$ cat config.mk
export PLATFORM = sky130hd
export DESIGN_NAME = ddr3_pwrup_seq
export DESIGN_NICKNAME = d
export VERILOG_FILES = /design/src/rtl/ddr3_pwrup_seq.sv
export SDC_FILE = /design/constraint.sdc
export NUM_CORES = 1
export LEC_CHECK = 0
export ABC_CLOCK_PERIOD_IN_PS = 2950
export CORE_UTILIZATION = 40
export DETAILED_ROUTE_END_ITERATION = 6
export GPL_ROUTABILITY_DRIVEN = 0
export PLACE_DENSITY = 0.61
export SLEW_MARGIN = 20
export SYNTH_ARGS = -nofsm -noshare
export SYNTH_HDL_FRONTEND = slang
export SYNTH_SLANG_ARGS = --single-unit
export TNS_END_PERCENT = 10
$ cat constraint.sdc
create_clock -name clk -period 2.95 [get_ports clk]
set_clock_uncertainty 0.05 [all_clocks]
set_input_delay 0.59 -clock clk [delete_from_list [all_inputs] [get_ports clk]]
set_output_delay 0.59 -clock clk [all_outputs]
set_load 0.01 [all_outputs]
$ cat src/rtl/ddr3_pwrup_seq.sv
module ddr3_pwrup_seq #(
  parameter int CLK_PS      = 2500,
  parameter int T_RESET_NS  = 200000,
  parameter int T_STAB_NS   = 500000,
  parameter int T_CKE_NS    = 360,
  parameter int T_DLL_NS    = 500000,
  parameter int TMRD_CYC    = 4,
  parameter int TZQINIT_CYC = 512,
  parameter int NUM_CS      = 8,
  localparam int CS_W       = $clog2(NUM_CS)
) (
  input  logic              clk,
  input  logic              rst_n,
  input  logic              start,
  input  logic [NUM_CS-1:0] cs_mask,
  input  logic              rdimm,
  input  logic [2:0]        odt_nom,
  input  logic [1:0]        odt_dyn,
  output logic              mem_rst_n,
  output logic              cke,
  output logic              cmd_vld,
  output logic              cmd_type,
  output logic [2:0]        cmd_ba,
  output logic [12:0]       cmd_addr,
  output logic [CS_W-1:0]   cmd_cs,
  output logic              busy,
  output logic              done
);
  localparam int RST_CYC = (T_RESET_NS * 1000 + CLK_PS - 1) / CLK_PS;
  localparam int STB_CYC = (T_STAB_NS  * 1000 + CLK_PS - 1) / CLK_PS;
  localparam int CKE_CYC = (T_CKE_NS   * 1000 + CLK_PS - 1) / CLK_PS;
  localparam int DLL_CYC = (T_DLL_NS   * 1000 + CLK_PS - 1) / CLK_PS;

  typedef enum logic [2:0] {S_IDLE, S_RST, S_STAB, S_CKEW, S_MRS, S_DLLW, S_ZQ, S_ZQW} st_t;

  st_t             st;
  logic [31:0]     cnt;
  logic [1:0]      step;
  logic [CS_W-1:0] cs_q;
  logic            zq_odd;
  logic            cnt_z;
  logic [CS_W-1:0] first_cs, nxt_cs;
  logic            first_ok, nxt_ok;
  logic [12:0]     mr_word;
  logic [2:0]      mr_bank;

  assign cnt_z = (cnt == 32'd0);

  always_comb begin
    first_cs = '0; first_ok = 1'b0;
    nxt_cs   = '0; nxt_ok   = 1'b0;
    for (int i = NUM_CS - 1; i >= 0; i--) begin
      if (cs_mask[i]) begin
        first_cs = CS_W'(i); first_ok = 1'b1;
        if (i > int'(cs_q)) begin
          nxt_cs = CS_W'(i); nxt_ok = 1'b1;
        end
      end
    end
  end

  always_comb begin
    case (step)
      2'd0:    begin mr_bank = 3'd2; mr_word = {2'b00, odt_dyn, 9'h040}; end
      2'd1:    begin mr_bank = 3'd3; mr_word = 13'h000; end
      2'd2:    begin mr_bank = 3'd1;
                 mr_word = {3'b000, odt_nom[2], 2'b00, odt_nom[1], 3'b000, odt_nom[0], 2'b10}; end
      default: begin mr_bank = 3'd0; mr_word = 13'h528; end
    endcase
  end

  always_ff @(posedge clk or negedge rst_n) begin
    if (!rst_n) begin
      st <= S_IDLE; cnt <= '0; step <= '0; cs_q <= '0; zq_odd <= 1'b0;
      mem_rst_n <= 1'b0; cke <= 1'b0; busy <= 1'b0; done <= 1'b0;
      cmd_vld <= 1'b0; cmd_type <= 1'b0; cmd_ba <= '0; cmd_addr <= '0; cmd_cs <= '0;
    end else begin
      cmd_vld <= 1'b0;
      done    <= 1'b0;
      case (st)
        S_IDLE: if (start) begin
          st <= S_RST; cnt <= 32'(RST_CYC - 1);
          busy <= 1'b1; mem_rst_n <= 1'b0; cke <= 1'b0;
        end
        S_RST: if (cnt_z) begin
          st <= S_STAB; cnt <= 32'(STB_CYC - 1); mem_rst_n <= 1'b1;
        end else cnt <= cnt - 1;
        S_STAB: if (cnt_z) begin
          st <= S_CKEW; cnt <= 32'(CKE_CYC - 1); cke <= 1'b1;
        end else cnt <= cnt - 1;
        S_CKEW: if (cnt_z) begin
          step <= '0; zq_odd <= 1'b0; cs_q <= first_cs;
          st <= first_ok ? S_MRS : S_ZQ;
        end else cnt <= cnt - 1;
        S_MRS: if (cnt_z) begin
          cmd_vld <= 1'b1; cmd_type <= 1'b0; cmd_ba <= mr_bank;
          cmd_addr <= mr_word; cmd_cs <= cs_q;
          if (step == 2'd3) begin
            st <= S_DLLW; cnt <= 32'(DLL_CYC - 1);
          end else begin
            step <= step + 1'b1; cnt <= 32'(TMRD_CYC - 1);
          end
        end else cnt <= cnt - 1;
        S_DLLW: if (cnt_z) begin
          step <= '0;
          if (rdimm && nxt_ok) begin
            cs_q <= nxt_cs; st <= S_MRS;
          end else st <= S_ZQ;
        end else cnt <= cnt - 1;
        S_ZQ: begin
          cmd_vld <= 1'b1; cmd_type <= 1'b1; cmd_ba <= 3'd0;
          cmd_addr <= 13'h400; cmd_cs <= CS_W'(zq_odd);
          st <= S_ZQW; cnt <= 32'(TZQINIT_CYC - 1);
        end
        S_ZQW: if (cnt_z) begin
          if (!zq_odd) begin
            zq_odd <= 1'b1; st <= S_ZQ;
          end else begin
            done <= 1'b1; busy <= 1'b0; st <= S_IDLE;
          end
        end else cnt <= cnt - 1;
        default: st <= S_IDLE;
      endcase
    end
  end
endmodule

Word level (Yosys, flattened, before mapping)
Index checks and enable logic that the tools add are counted.

Bits in registers: 66. Bits in latches: 0. Memory bits (writable): 0. Memory bits (read-only): 0. Input bits: 17. Output and inout bits: 25. Word-level logic and storage cells: 163. Memories kept: 0.

Add/sub/neg operators: 2. Multipliers: 0. Divide/modulo/power cells: 0. Magnitude comparators: 7. Eq/ne operators: 23. Shift operators: 0. Multiplexer cells: 95. Bitwise gates (word level): 0. Reductions and logical operators: 22.

Operators by type and width (count): 32-bit case mux with 6 select lines (1); 32-bit 2-to-1 mux (5); 3-bit 2-to-1 mux (36); 11-bit case mux with 3 select lines (1); 32-bit logical NOT (1); 1-bit 2-to-1 mux (32); 32-bit by 1-bit subtractor with 32-bit output, second input constant (1); 13-bit case mux with 2 select lines (1); 2-bit inequality test, second input constant (12); 3-bit case mux with 8 select lines (1); 18-bit 2-to-1 mux (1); 3-bit case mux with 2 select lines (3); 2-bit nonzero test (7); 13-bit 2-to-1 mux (1); 3-bit == test, second input constant (4); 3-bit greater-than comparator, first input constant (4); 1-bit case mux with 2 select lines (6); 4-bit AND reduction (3); 2-bit 2-to-1 mux (5); 3-bit AND reduction (3); 8-bit AND reduction (1); 3-bit by 2-bit == test with 1-bit output, second input constant (2); 2-bit by 3-bit greater-than comparator with 1-bit output, first input constant (2); 2-bit case mux with 3 select lines (1); other kinds (13) (15).

Logic depth before layout (Yosys ltp)
Depth after elaboration: 19. Depth in mapped cells: 11. Gate-level depth less buffers: 8.

Least setup slack after synthesis
Ideal clock, no wire load.

Kind: register -> register. Start: reg cnt[0]. End: reg cnt[11]. Setup time: 0.121 ns. Data arrival time: 2.267 ns. Data required time: 2.779 ns. Path slack: 0.511 ns. Stages on the path, launching flop included: 10. Path buffers: 1. Period minus slack after synthesis: 2.439 ns. Cell sequence: dfrtp_1 > inv_1 > ha_1 > nor4b_4 > nand4_2 > or4b_1 > buf_6 > and2_4 > o21a_1 > o22a_1.

Cells in the longest elaborated chain, start to end: 3. Elaborated cells on any way between the ends: 9. Those cells by class: 1 x add/sub; 1 x eq/ne; 5 x mux; 2 x reduce/logical.

Ends and longest elaborated chain: start, declared (line 37) `logic [31:0] cnt;`; start signal, assigned (line 87) `end else cnt <= cnt - 1;`; start signal, assigned (line 90) `end else cnt <= cnt - 1;`; start signal, assigned (line 94) `end else cnt <= cnt - 1;`; 32-bit by 1-bit subtractor with 32-bit output / 32-bit logical NOT (equally long branches); 32-bit 2-to-1 mux (tied with other cells) (line 91, 104, 115); 32-bit case mux with 6 select lines / 2-bit AND reduction (equally long branches).

Several ways; a longest one is shown, not always the timed one. The select of a mux whose other input is x is not followed. A chain may end at the register's enable or synchronous reset.

Worst setup path after layout
Start: reg cnt[0]. End: reg cnt[6].

Same word-level chain as after synthesis.

==> flow_summary.ini <==
[run_status]
status = finished clean

[setup_path]
critPathKind = reg -> reg
crit_path_cell_trace = inv_1, ha_1, nor4b_4, nand4_2, or4b_4, nand2_4, nor2_1, o22a_1
worst_path_largest_cell_delay_ps = 660
worst_path_max_delay_cell = or4b_4
arrival_ps = 2800
worstSetupStartpointType = register
required_ps = 3120
cp_max_fo = 24
rr_startpoint = cnt[0]
critPathCaptureType = register
worstSetupStartpoint = cnt[0]

[timing]
rsz0062_at_grt = false
setup_viol_count_final = 0
worst_pin_slew_ps = 907
tns_ps = 0
timing.fmax_mhz = 380
slew_viol_final = 0
timing.final.crit_period_ps = 2630
slew_headroom = 0.396
finalCritPeriodShare = 0.891
hold_viol_final = 0

[pwr]
p_seq_frac = 0.526
p_sw_frac = 0.229
p_int_mw = 1.17
leakage_nw = 1.83
p_total_mw = 1.51
power_density_nw_per_um2 = 343
clkPwrFrac = 0.431
switching_power_mw = 0.347
ir_drop_mv = 0.205
combPwrFrac = 0.043

[global_routing]
grt_max_degree = 41
grt_usage = 0.206
grt_pass1_vias = 3200
antenna_found_initial = 0
grt_overflow_total = 0
grt_pass1_wl_um = 16000

[drt]
post-route-drc-count = 0
via_per_inst = 5.77
drtIter0Drc = 245
first_pass_iters = 5
postRouteAntennaNets = 0
dr_total_vias = 3453
wl_um = 9370
routedWlPerCell_um = 15.7

[clock_network]
cts.htree.levels = 3
numCtsBuffers = 9
root_buffer = clkbuf_8
clock_latency_ps = 340
clockBufferDepth = 2
post_cts_buffers = 0
cts_sinks = 58
clk_pin_slew_ps = 60
cts_tree = built

[synth]
async_flop_share = 1.00
synth_top_family_by_area = simple AND/OR/NAND/NOR gates
synth-compound-area-share = 0.247
synth_fa_ha_area_frac = 0.0200
synth_xor_area_frac = 0.0187
yosysSeqAreaShare = 0.387
synthTopCellsByArea = dfrtp_1, nand2_1, nor2_1
synth.top_cell.area_share = 0.387
synth.area.mux_share = 0.0114
syn_inst = 443
syn_area_per_cell_um2 = 8.46
synthDistinctLibCells = 69
yosys.area_share.simple = 0.258
yosysWarnings = 0
synth_area_um2 = 3750
synth_edf_count = 0
yosysTopAreaCell = dfrtp_1
synth_commonest_cells = dfrtp_1, nand2_1, nor2_1, a21oi_1, o21ai_0
yosysMostFrequentCell = dfrtp_1
synth_flop_cell = dfrtp_1
ys_ff_latch = 58

[die]
die_x_um = 98.8
rows = 34
die_h_um = 98.8
io_pins = 42
core_area_um2 = 8890
die_area_um2 = 9760
start_util = 0.421

[layout]
fill_cells = 849
syn_to_final_growth_pct = 17.5
antenna_cells = 0
drive_above_1_share = 0.120
layout.nets = 509

[place]
hpwl_um = 6840
portBuffers = 35

[min_path]
hold_path_class = in -> async

[flow_run]
maxCapViolations = 0
-- sequential cells by signal (all words and copies together), names as in the netlist --
| register | cells |
|---|---|
| step | 2 |
| cmd_vld | 1 |
| cs_q | 3 |
| busy | 1 |
| cmd_cs | 3 |
| mem_rst_n | 1 |
| cmd_type | 1 |
| done | 1 |
| cmd_ba | 2 |
| cmd_addr | 6 |
| cnt | 32 |
| zq_odd | 1 |
| cke | 1 |
| st | 3 |
-- through the flow --
stage	cells	util	setup slack [ps]	area, µm²	hold WS, ps
after global placement	583	0.476	277	4230	440
after global routing	598	0.495	118	4400	418
after detailed placement	583	0.476	184	4230	450
after floorplan	448	-	511	3770	244
final	598	0.495	321	4400	332
after CTS	598	0.495	171	4400	363
-- layout by cell type (no fill, tap or decap), types with 8 or more instances in the layout --
cell type,Yosys,routed
dfrtp_1,58,58
nand2_1,52,52
nor2_1,51,51
clkdlybuf4s50_1,0,34
a21oi_1,30,30
o21ai_0,24,24
buf_4,9,20
nor3_1,18,18
inv_1,12,12
nand3_1,12,12
a22oi_1,12,12
clkbuf_8,0,11
nor4_1,9,9
o21ai_1,8,8
a211oi_1,8,8
-- worst paths after layout --
kind                            endpoint  slack [ps]  cells after the start
worst min-delay path             cs_q[2]         330                      1
worst max register to register    cnt[6]         320                      8
worst max-delay path              cnt[6]         320                      8
min in group clk                    busy         460                      2
worst min register to register      busy         460                      2
max in group asynchronous         cnt[9]        1780                      2
-- what timing repair did --
| action | in CTS | in global routing |
|---|---|---|
| resized for setup | 0 | 1 |
| setup endpoints to repair | 0 | 5 |
| hold buffers | 0 | 0 |
-- cell families after synthesis --
kind of cell / count (synthesis)
and+or+nand+nor: 187
AOI/OAI and AO/OA: 139
DFF: 58
buffers and inverters: 40
xor gates and xnor gates: 8
adders and majority gates: 6
muxes: 4
other: 1
-- area by class of cell --
type	instances	area [µm²]	share of cell area
clock buffers	12	155	0.0352
clock inverters	3	15.0	0.00341
inverters	12	45.0	0.0102
flip-flops and latches	58	1450	0.330
well taps	108	135	0.0307
repair buffers	55	495	0.113
multi-input cells	350	2110	0.478
-- critical path: cells and delay by family (launching register included) --
kind / cells / cell delay [ps]
DFF: 1 / 410
buffers and inverters: 1 / 80
and+or+nand+nor: 5 / 1570
AOI/OAI and AO/OA: 1 / 170
adders and majority gates: 1 / 220
-- metal layers --
metal  routed length, µm  share of wire  track usage
met5                   0              0            0
met4                 183          0.020       0.0850
met3                 451          0.048       0.0305
met2                4180           0.45        0.303
met1                4560           0.49        0.303
-- power by group through the flow --
stage / Clock [mW] / Combinational (mW) / Sequential, mW
final: 0.652 / 0.0649 / 0.795
after detailed placement: 0 / 0.0661 / 0.810
after CTS: 0.673 / 0.0663 / 0.795
after global placement: 0 / 0.0661 / 0.810
after global routing: 0.699 / 0.0739 / 0.795
after floorplan: 0 / 0.0232 / 0.810
Power figures use the tool's default switching activity.
